===== src/rtl/ahb_mst_pkg.sv =====
package ahb_mst_pkg;
  typedef enum logic [1:0] {
    TR_IDLE   = 2'b00,
    TR_NONSEQ = 2'b10,
    TR_SEQ    = 2'b11
  } trans_e;

  localparam logic [2:0] BU_SINGLE = 3'b000;
  localparam logic [2:0] BU_INCR   = 3'b001;
  localparam logic [2:0] BU_INCR4  = 3'b011;
  localparam logic [2:0] BU_INCR8  = 3'b101;
  localparam logic [2:0] BU_INCR16 = 3'b111;

  localparam logic [2:0] SZ_WORD = 3'd2;

  typedef struct packed {
    logic       write;
    logic [2:0] size;
    logic [2:0] burst;
  } xfer_attr_t;
endpackage


===== src/rtl/ahb_mst_cmd_decode.sv =====
module ahb_mst_cmd_decode
  import ahb_mst_pkg::*;
#(
  parameter int BW = 5
) (
  input  logic          cmd_write,
  input  logic          cmd_burst,
  input  logic [BW-1:0] cmd_beats,
  input  logic [2:0]    cmd_size,
  output xfer_attr_t    attr,
  output logic [BW-1:0] beats_m1
);
  logic [BW-1:0] beats_eff;
  logic [2:0]    size_eff;
  logic [2:0]    burst_enc;

  always_comb begin
    size_eff = (cmd_size > SZ_WORD) ? SZ_WORD : cmd_size;
  end

  always_comb begin
    if (!cmd_burst) begin
      beats_eff = BW'(1);
      burst_enc = BU_SINGLE;
    end else begin
      beats_eff = (cmd_beats == '0) ? BW'(1) : cmd_beats;
      if (int'(beats_eff) == 4)       burst_enc = BU_INCR4;
      else if (int'(beats_eff) == 8)  burst_enc = BU_INCR8;
      else if (int'(beats_eff) == 16) burst_enc = BU_INCR16;
      else                            burst_enc = BU_INCR;
    end
  end

  assign beats_m1    = beats_eff - BW'(1);
  assign attr.write  = cmd_write;
  assign attr.size   = size_eff;
  assign attr.burst  = burst_enc;
endmodule


===== src/rtl/ahb_mst_addr_seq.sv =====
module ahb_mst_addr_seq
  import ahb_mst_pkg::*;
#(
  parameter int AW = 32,
  parameter int BW = 5
) (
  input  logic          clk,
  input  logic          rst_n,
  input  logic          start,
  input  xfer_attr_t    attr_in,
  input  logic [AW-1:0] addr_in,
  input  logic [BW-1:0] beats_m1_in,
  output logic [AW-1:0] haddr,
  output trans_e        htrans,
  output xfer_attr_t    attr_q,
  output logic          busy,
  output logic          aphase_last
);
  logic          first_q;
  logic [BW-1:0] remain_q;
  logic [AW-1:0] addr_q;
  logic [AW-1:0] step;

  assign step = AW'(1) << attr_q.size;

  always_ff @(posedge clk or negedge rst_n) begin
    if (!rst_n) begin
      busy     <= 1'b0;
      first_q  <= 1'b0;
      remain_q <= '0;
      addr_q   <= '0;
      attr_q   <= '0;
    end else if (start) begin
      busy     <= 1'b1;
      first_q  <= 1'b1;
      remain_q <= beats_m1_in;
      addr_q   <= addr_in;
      attr_q   <= attr_in;
    end else if (busy) begin
      first_q <= 1'b0;
      if (remain_q == '0) begin
        busy <= 1'b0;
      end else begin
        remain_q <= remain_q - BW'(1);
        addr_q   <= addr_q + step;
      end
    end
  end

  always_comb begin
    if (!busy)        htrans = TR_IDLE;
    else if (first_q) htrans = TR_NONSEQ;
    else              htrans = TR_SEQ;
  end

  assign haddr       = addr_q;
  assign aphase_last = busy && (remain_q == '0);
endmodule


===== src/rtl/ahb_mst_data_phase.sv =====
module ahb_mst_data_phase #(
  parameter int DW = 32
) (
  input  logic          clk,
  input  logic          rst_n,
  input  logic          aphase_valid,
  input  logic          aphase_write,
  input  logic          aphase_last,
  input  logic          wdat_valid,
  input  logic [DW-1:0] wdat_data,
  input  logic [DW-1:0] hrdata,
  output logic [DW-1:0] hwdata,
  output logic          rdat_valid,
  output logic [DW-1:0] rdat_data,
  output logic          done,
  output logic          dp_valid
);
  logic dp_write;
  logic dp_last;

  always_ff @(posedge clk or negedge rst_n) begin
    if (!rst_n) begin
      dp_valid   <= 1'b0;
      dp_write   <= 1'b0;
      dp_last    <= 1'b0;
      hwdata     <= '0;
      rdat_valid <= 1'b0;
      rdat_data  <= '0;
      done       <= 1'b0;
    end else begin
      dp_valid   <= aphase_valid;
      dp_write   <= aphase_write;
      dp_last    <= aphase_last;
      if (aphase_valid && aphase_write && wdat_valid) hwdata <= wdat_data;
      rdat_valid <= dp_valid && !dp_write;
      if (dp_valid && !dp_write) rdat_data <= hrdata;
      done       <= dp_valid && dp_last;
    end
  end
endmodule


===== src/rtl/ahb_burst_master.sv =====
module ahb_burst_master
  import ahb_mst_pkg::*;
#(
  parameter int AW = 32,
  parameter int DW = 32,
  parameter int BW = 5
) (
  input  logic          clk,
  input  logic          rst_n,
  input  logic          cmd_valid,
  output logic          cmd_ready,
  input  logic [AW-1:0] cmd_addr,
  input  logic          cmd_write,
  input  logic          cmd_burst,
  input  logic [BW-1:0] cmd_beats,
  input  logic [2:0]    cmd_size,
  input  logic          wdat_valid,
  output logic          wdat_ready,
  input  logic [DW-1:0] wdat_data,
  output logic          rdat_valid,
  output logic [DW-1:0] rdat_data,
  output logic          done,
  output logic [AW-1:0] haddr,
  output logic [1:0]    htrans,
  output logic          hwrite,
  output logic [2:0]    hsize,
  output logic [2:0]    hburst,
  output logic [DW-1:0] hwdata,
  input  logic [DW-1:0] hrdata
);
  xfer_attr_t    dec_attr;
  xfer_attr_t    cur_attr;
  logic [BW-1:0] dec_beats_m1;
  logic          busy;
  logic          aphase_last;
  logic          dp_valid;
  logic          start;
  trans_e        trans_q;

  assign cmd_ready = !busy && !dp_valid;
  assign start     = cmd_valid && cmd_ready;

  ahb_mst_cmd_decode #(.BW(BW)) u_dec (
    .cmd_write (cmd_write),
    .cmd_burst (cmd_burst),
    .cmd_beats (cmd_beats),
    .cmd_size  (cmd_size),
    .attr      (dec_attr),
    .beats_m1  (dec_beats_m1)
  );

  ahb_mst_addr_seq #(.AW(AW), .BW(BW)) u_seq (
    .clk         (clk),
    .rst_n       (rst_n),
    .start       (start),
    .attr_in     (dec_attr),
    .addr_in     (cmd_addr),
    .beats_m1_in (dec_beats_m1),
    .haddr       (haddr),
    .htrans      (trans_q),
    .attr_q      (cur_attr),
    .busy        (busy),
    .aphase_last (aphase_last)
  );

  ahb_mst_data_phase #(.DW(DW)) u_dp (
    .clk          (clk),
    .rst_n        (rst_n),
    .aphase_valid (busy),
    .aphase_write (cur_attr.write),
    .aphase_last  (aphase_last),
    .wdat_valid   (wdat_valid),
    .wdat_data    (wdat_data),
    .hrdata       (hrdata),
    .hwdata       (hwdata),
    .rdat_valid   (rdat_valid),
    .rdat_data    (rdat_data),
    .done         (done),
    .dp_valid     (dp_valid)
  );

  assign htrans     = trans_q;
  assign hwrite     = cur_attr.write;
  assign hsize      = cur_attr.size;
  assign hburst     = cur_attr.burst;
  assign wdat_ready = busy && cur_attr.write;
endmodule


===== config.mk =====
export PLATFORM = sky130hd
export DESIGN_NAME = ahb_burst_master
export DESIGN_NICKNAME = d
export VERILOG_FILES = /design/src/rtl/ahb_mst_pkg.sv /design/src/rtl/ahb_mst_cmd_decode.sv /design/src/rtl/ahb_mst_addr_seq.sv /design/src/rtl/ahb_mst_data_phase.sv /design/src/rtl/ahb_burst_master.sv
export SDC_FILE = /design/constraint.sdc
export NUM_CORES = 1
export LEC_CHECK = 0
export ABC_CLOCK_PERIOD_IN_PS = 2920
export CORE_MARGIN = 2
export CORE_UTILIZATION = 30
export DETAILED_ROUTE_END_ITERATION = 8
export GPL_TIMING_DRIVEN = 0
export SLEW_MARGIN = 40
export SYNTH_ARGS = -nofsm -noshare
export SYNTH_HDL_FRONTEND = slang
export SYNTH_SLANG_ARGS = --single-unit

===== constraint.sdc =====
create_clock -name clk -period 2.92 [get_ports clk]
set_clock_uncertainty 0.2 [all_clocks]
set_input_delay 0.876 -clock clk [delete_from_list [all_inputs] [get_ports clk]]
set_output_delay 0.876 -clock clk [all_outputs]
set_load 0.03 [all_outputs]

==> reports/metrics.cfg <==
[setup_path]
cp_max_fo = 10
cp-endpoint = u_seq.haddr[31]
crit_type = flop to flop
end_kind = flop
startpoint_type = flop
r2r_slack_ps = 100
crit_arrival_ps = 2960
critical_path_required_ps = 3060
r2r-start = u_seq.attr_q[4]
r2r_end = u_seq.haddr[31]
startpoint = u_seq.attr_q[4]
r2r_cells = 11

[yosys]
synth-xor-area-share = 0.0339
synth_simple_gate_area_frac = 0.151
synth_edf_count = 0
ys_seq_area_frac = 0.530
ys_seq_elements = 115
async_flop_share = 1.00
synth_top_family_by_area = simple AND/OR/NAND/NOR gates
ys.warnings.count = 0
synthAdderAreaFrac = 0.0244
yosys.cell_types.count = 64
netlist_instances = 478
synth_nets = 598
synth-compound-area-share = 0.102
ys.flop_type = dfrtp_1
syn_area_um2 = 5430
avgSynthCellArea_um2 = 11.4
synth.area.mux_share = 0.137

[timing]
period_minus_slack_ps = 2820
setup_viol = 0
hold_viol = 0
rsz0062_at_grt = yes
final.setup.tns_ps = 0
clock.fmax_ghz = 0.355
worst_slew_pin_slew_ps = 634
finalMaxSlewViolations = 0
relSlewSlack = 0.576
period_share = 0.966

[detailed_routing]
vias = 4697
vias_per_cell = 4.87
drt-met1-wl_um = 7320
dr.pass1.iters = 4
wl_met3_um = 1060
wl_per_cell_um = 17.7
wl_met2_um = 8550
drc = 0
top_layer = met4
dr.first_iter.drc_count = 241
wl_um = 17100
drtAntennaViolNets = 0

[place]
place_hpwl_um = 12700
gp_congestion = 0.803
port_buffers = 218
placed_area_um2 = 7950
place_inst = 926

[global_route]
grt_pass1_wl_um = 27100
gr-total-overflow = 0
grt_max_degree = 69
grt_util_all_layers = 0.180
grt_pass1_vias = 4897
grt_antenna_before_repair = 0

[final_layout]
final_cells = 965
fin_area_um2 = 8720
nNetsFinal = 843
drive_gt1_frac = 0.202
fill_cells = 1596
area_growth_pct = 60.6
antenna_cells = 0

[clock_network]
clkTransAtPathRegs_ps = 60
cts.path.max_buffers = 2
tritoncts = yes
clk_latency_ps = 410
cts_inserted_buffers = 17
cts_hold_buffers = 0
cts.sinks = 115
cts-root-buf = clkbuf_16
htree_levels = 4

[hold_path]
hp-class = primary input to asynchronous set/reset pin

[floorplanning]
coreArea_um2 = 17800
initial_core_util = 0.304
die_w_um = 139
die_h_um = 139
pin_count = 219
die_area_um2 = 19200
num_rows = 49

[power_and_ir_drop]
ir_worst_vdd_v = 0.000572
leakage_nw = 3.53
p_total_mw = 10.8
p_per_area_nw_per_um2 = 1240

[status]
outcome = finished, final reports clean

[run]
max_cap_viol_count = 0

cells by family after synthesis:
logic type | Yosys count
buf+inv | 28
xor+xnor | 21
fa+ha+maj | 10
simple gates | 156
flops | 115
mux | 66
compound gates | 82
flip-flops by register name, indices dropped and copies added, names as in the netlist:
name and flops:
u_seq.remain_q 5, u_seq.attr_q 7, u_dp.dp_write 1, u_dp.hwdata 32, u_seq.haddr 32, u_dp.dp_last 1, u_dp.rdat_data 32, u_dp.done 1
u_seq.busy 1, u_seq.first_q 1, u_dp.dp_valid 1, u_dp.rdat_valid 1
layer usage:
layer | vias to the layer above | track usage
met5 | - | 0
met4 | 0 | 0.0548
met3 | 19 | 0.0456
met2 | 186 | 0.313
met1 | 2270 | 0.220
li1 | 2222 | -
cell usage after synthesis, drive strengths merged, types with 2 or more instances:
cell | n | area share
o211ai | 5 | 0.0069
nor2b | 4 | 0.0046
a211o | 2 | 0.0032
ha | 9 | 0.021
mux2 | 65 | 0.13
buf | 10 | 0.0097
a21oi | 17 | 0.016
xnor2 | 18 | 0.029
xor2 | 3 | 0.0048
a31oi | 7 | 0.0081
o21bai | 2 | 0.0035
a41oi | 2 | 0.0032
nand3 | 16 | 0.018
nor4b | 2 | 0.0032
o31ai | 3 | 0.0041
o21a | 2 | 0.0028
or3 | 5 | 0.0062
and2 | 2 | 0.0023
nand2 | 53 | 0.037
nor2 | 28 | 0.019
o21ai | 24 | 0.023
nor3b | 6 | 0.0092
dfrtp | 115 | 0.53
and3b | 2 | 0.0032
or2 | 2 | 0.0023
nand4 | 8 | 0.0092
nor3 | 11 | 0.012
nor4 | 6 | 0.0081
or4 | 3 | 0.0048
a211oi | 8 | 0.013
clkbuf | 13 | 0.0092
inv | 5 | 0.0035
and3 | 5 | 0.0058
a21o | 2 | 0.0030
what timing repair did:
item / 4_1_cts / 5_1_grt
resized for setup: 9 / 16
cloned: 0 / 1
pin swaps: 1 / 2
endpoints found under the hold margin: 0 / 0
buffers inserted: 5 / 3
setup endpoints to repair: 34 / 24
how the worst min path moves through the flow:
stage                     from        endpoint  cells past startpoint  slack, ps
global placement    u_seq.busy   u_dp.dp_valid                      0        180
CTS                      rst_n  u_dp.hwdata[6]                      1        170
global route             rst_n  u_dp.hwdata[5]                      1        180
detailed placement  u_seq.busy   u_dp.dp_valid                      0        200
floorplan           u_seq.busy   u_dp.dp_valid                      0        170
finish                   rst_n  u_dp.hwdata[5]                      1        170
report_power, final:
part           switching [mW]  total (mW)  internal [mW]
sequential              0.609        2.99           2.38
clock                   0.781        2.24           1.46
combinational            3.05        5.56           2.51
area by class of cell:
class / count / area, um2 / area share
inverter: 5 / 18.8 / 0.00215
timing repair buffer: 227 / 2290 / 0.262
tap: 229 / 287 / 0.0329
buffer: 21 / 103 / 0.0118
clock inverter: 14 / 201 / 0.0231
clock buffer: 18 / 439 / 0.0504
multi-input combinational: 336 / 2500 / 0.287
sequential: 115 / 2880 / 0.330
placed cells by master (no fill, tap or decap), types with 5 or more instances in the layout:
cell               n
xnor2_1           18
buf_4              7
clkdlybuf4s50_1  214
nand4_1            8
o211ai_1           5
nor4_1             5
clkbuf_2           5
a21oi_1           15
clkbuf_1           8
nor3_1            10
and3_1             5
nor2_1            28
clkbuf_16         17
dfrtp_1          112
inv_1              5
a211oi_1           5
o21ai_0           19
ha_1               6
a31oi_1            7
nand2_1           53
mux2_2            65
nand3_1           14
worst max-delay path, cell delays in order, from the launching register on:
cell	delay [ps]
dfrtp_2	440
buf_4	140
nand2_1	50
nor2_1	50
ha_1	350
o21ai_0	160
o21bai_2	270
a211oi_4	110
buf_12	160
or2_1	280
or3_1	370
a31oi_1	170
per-stage QoR:
stage                     hold slack [ps]  utilization  setup slack (ps)
after floorplan                       170            -              5.07
after global placement                184        0.444             -3800
after detailed placement              200        0.445              -734
after CTS                             166        0.485              3.18
after global routing                  179        0.489             -77.0
final                                 166        0.489               101
(Power assumes the default switching activity.)
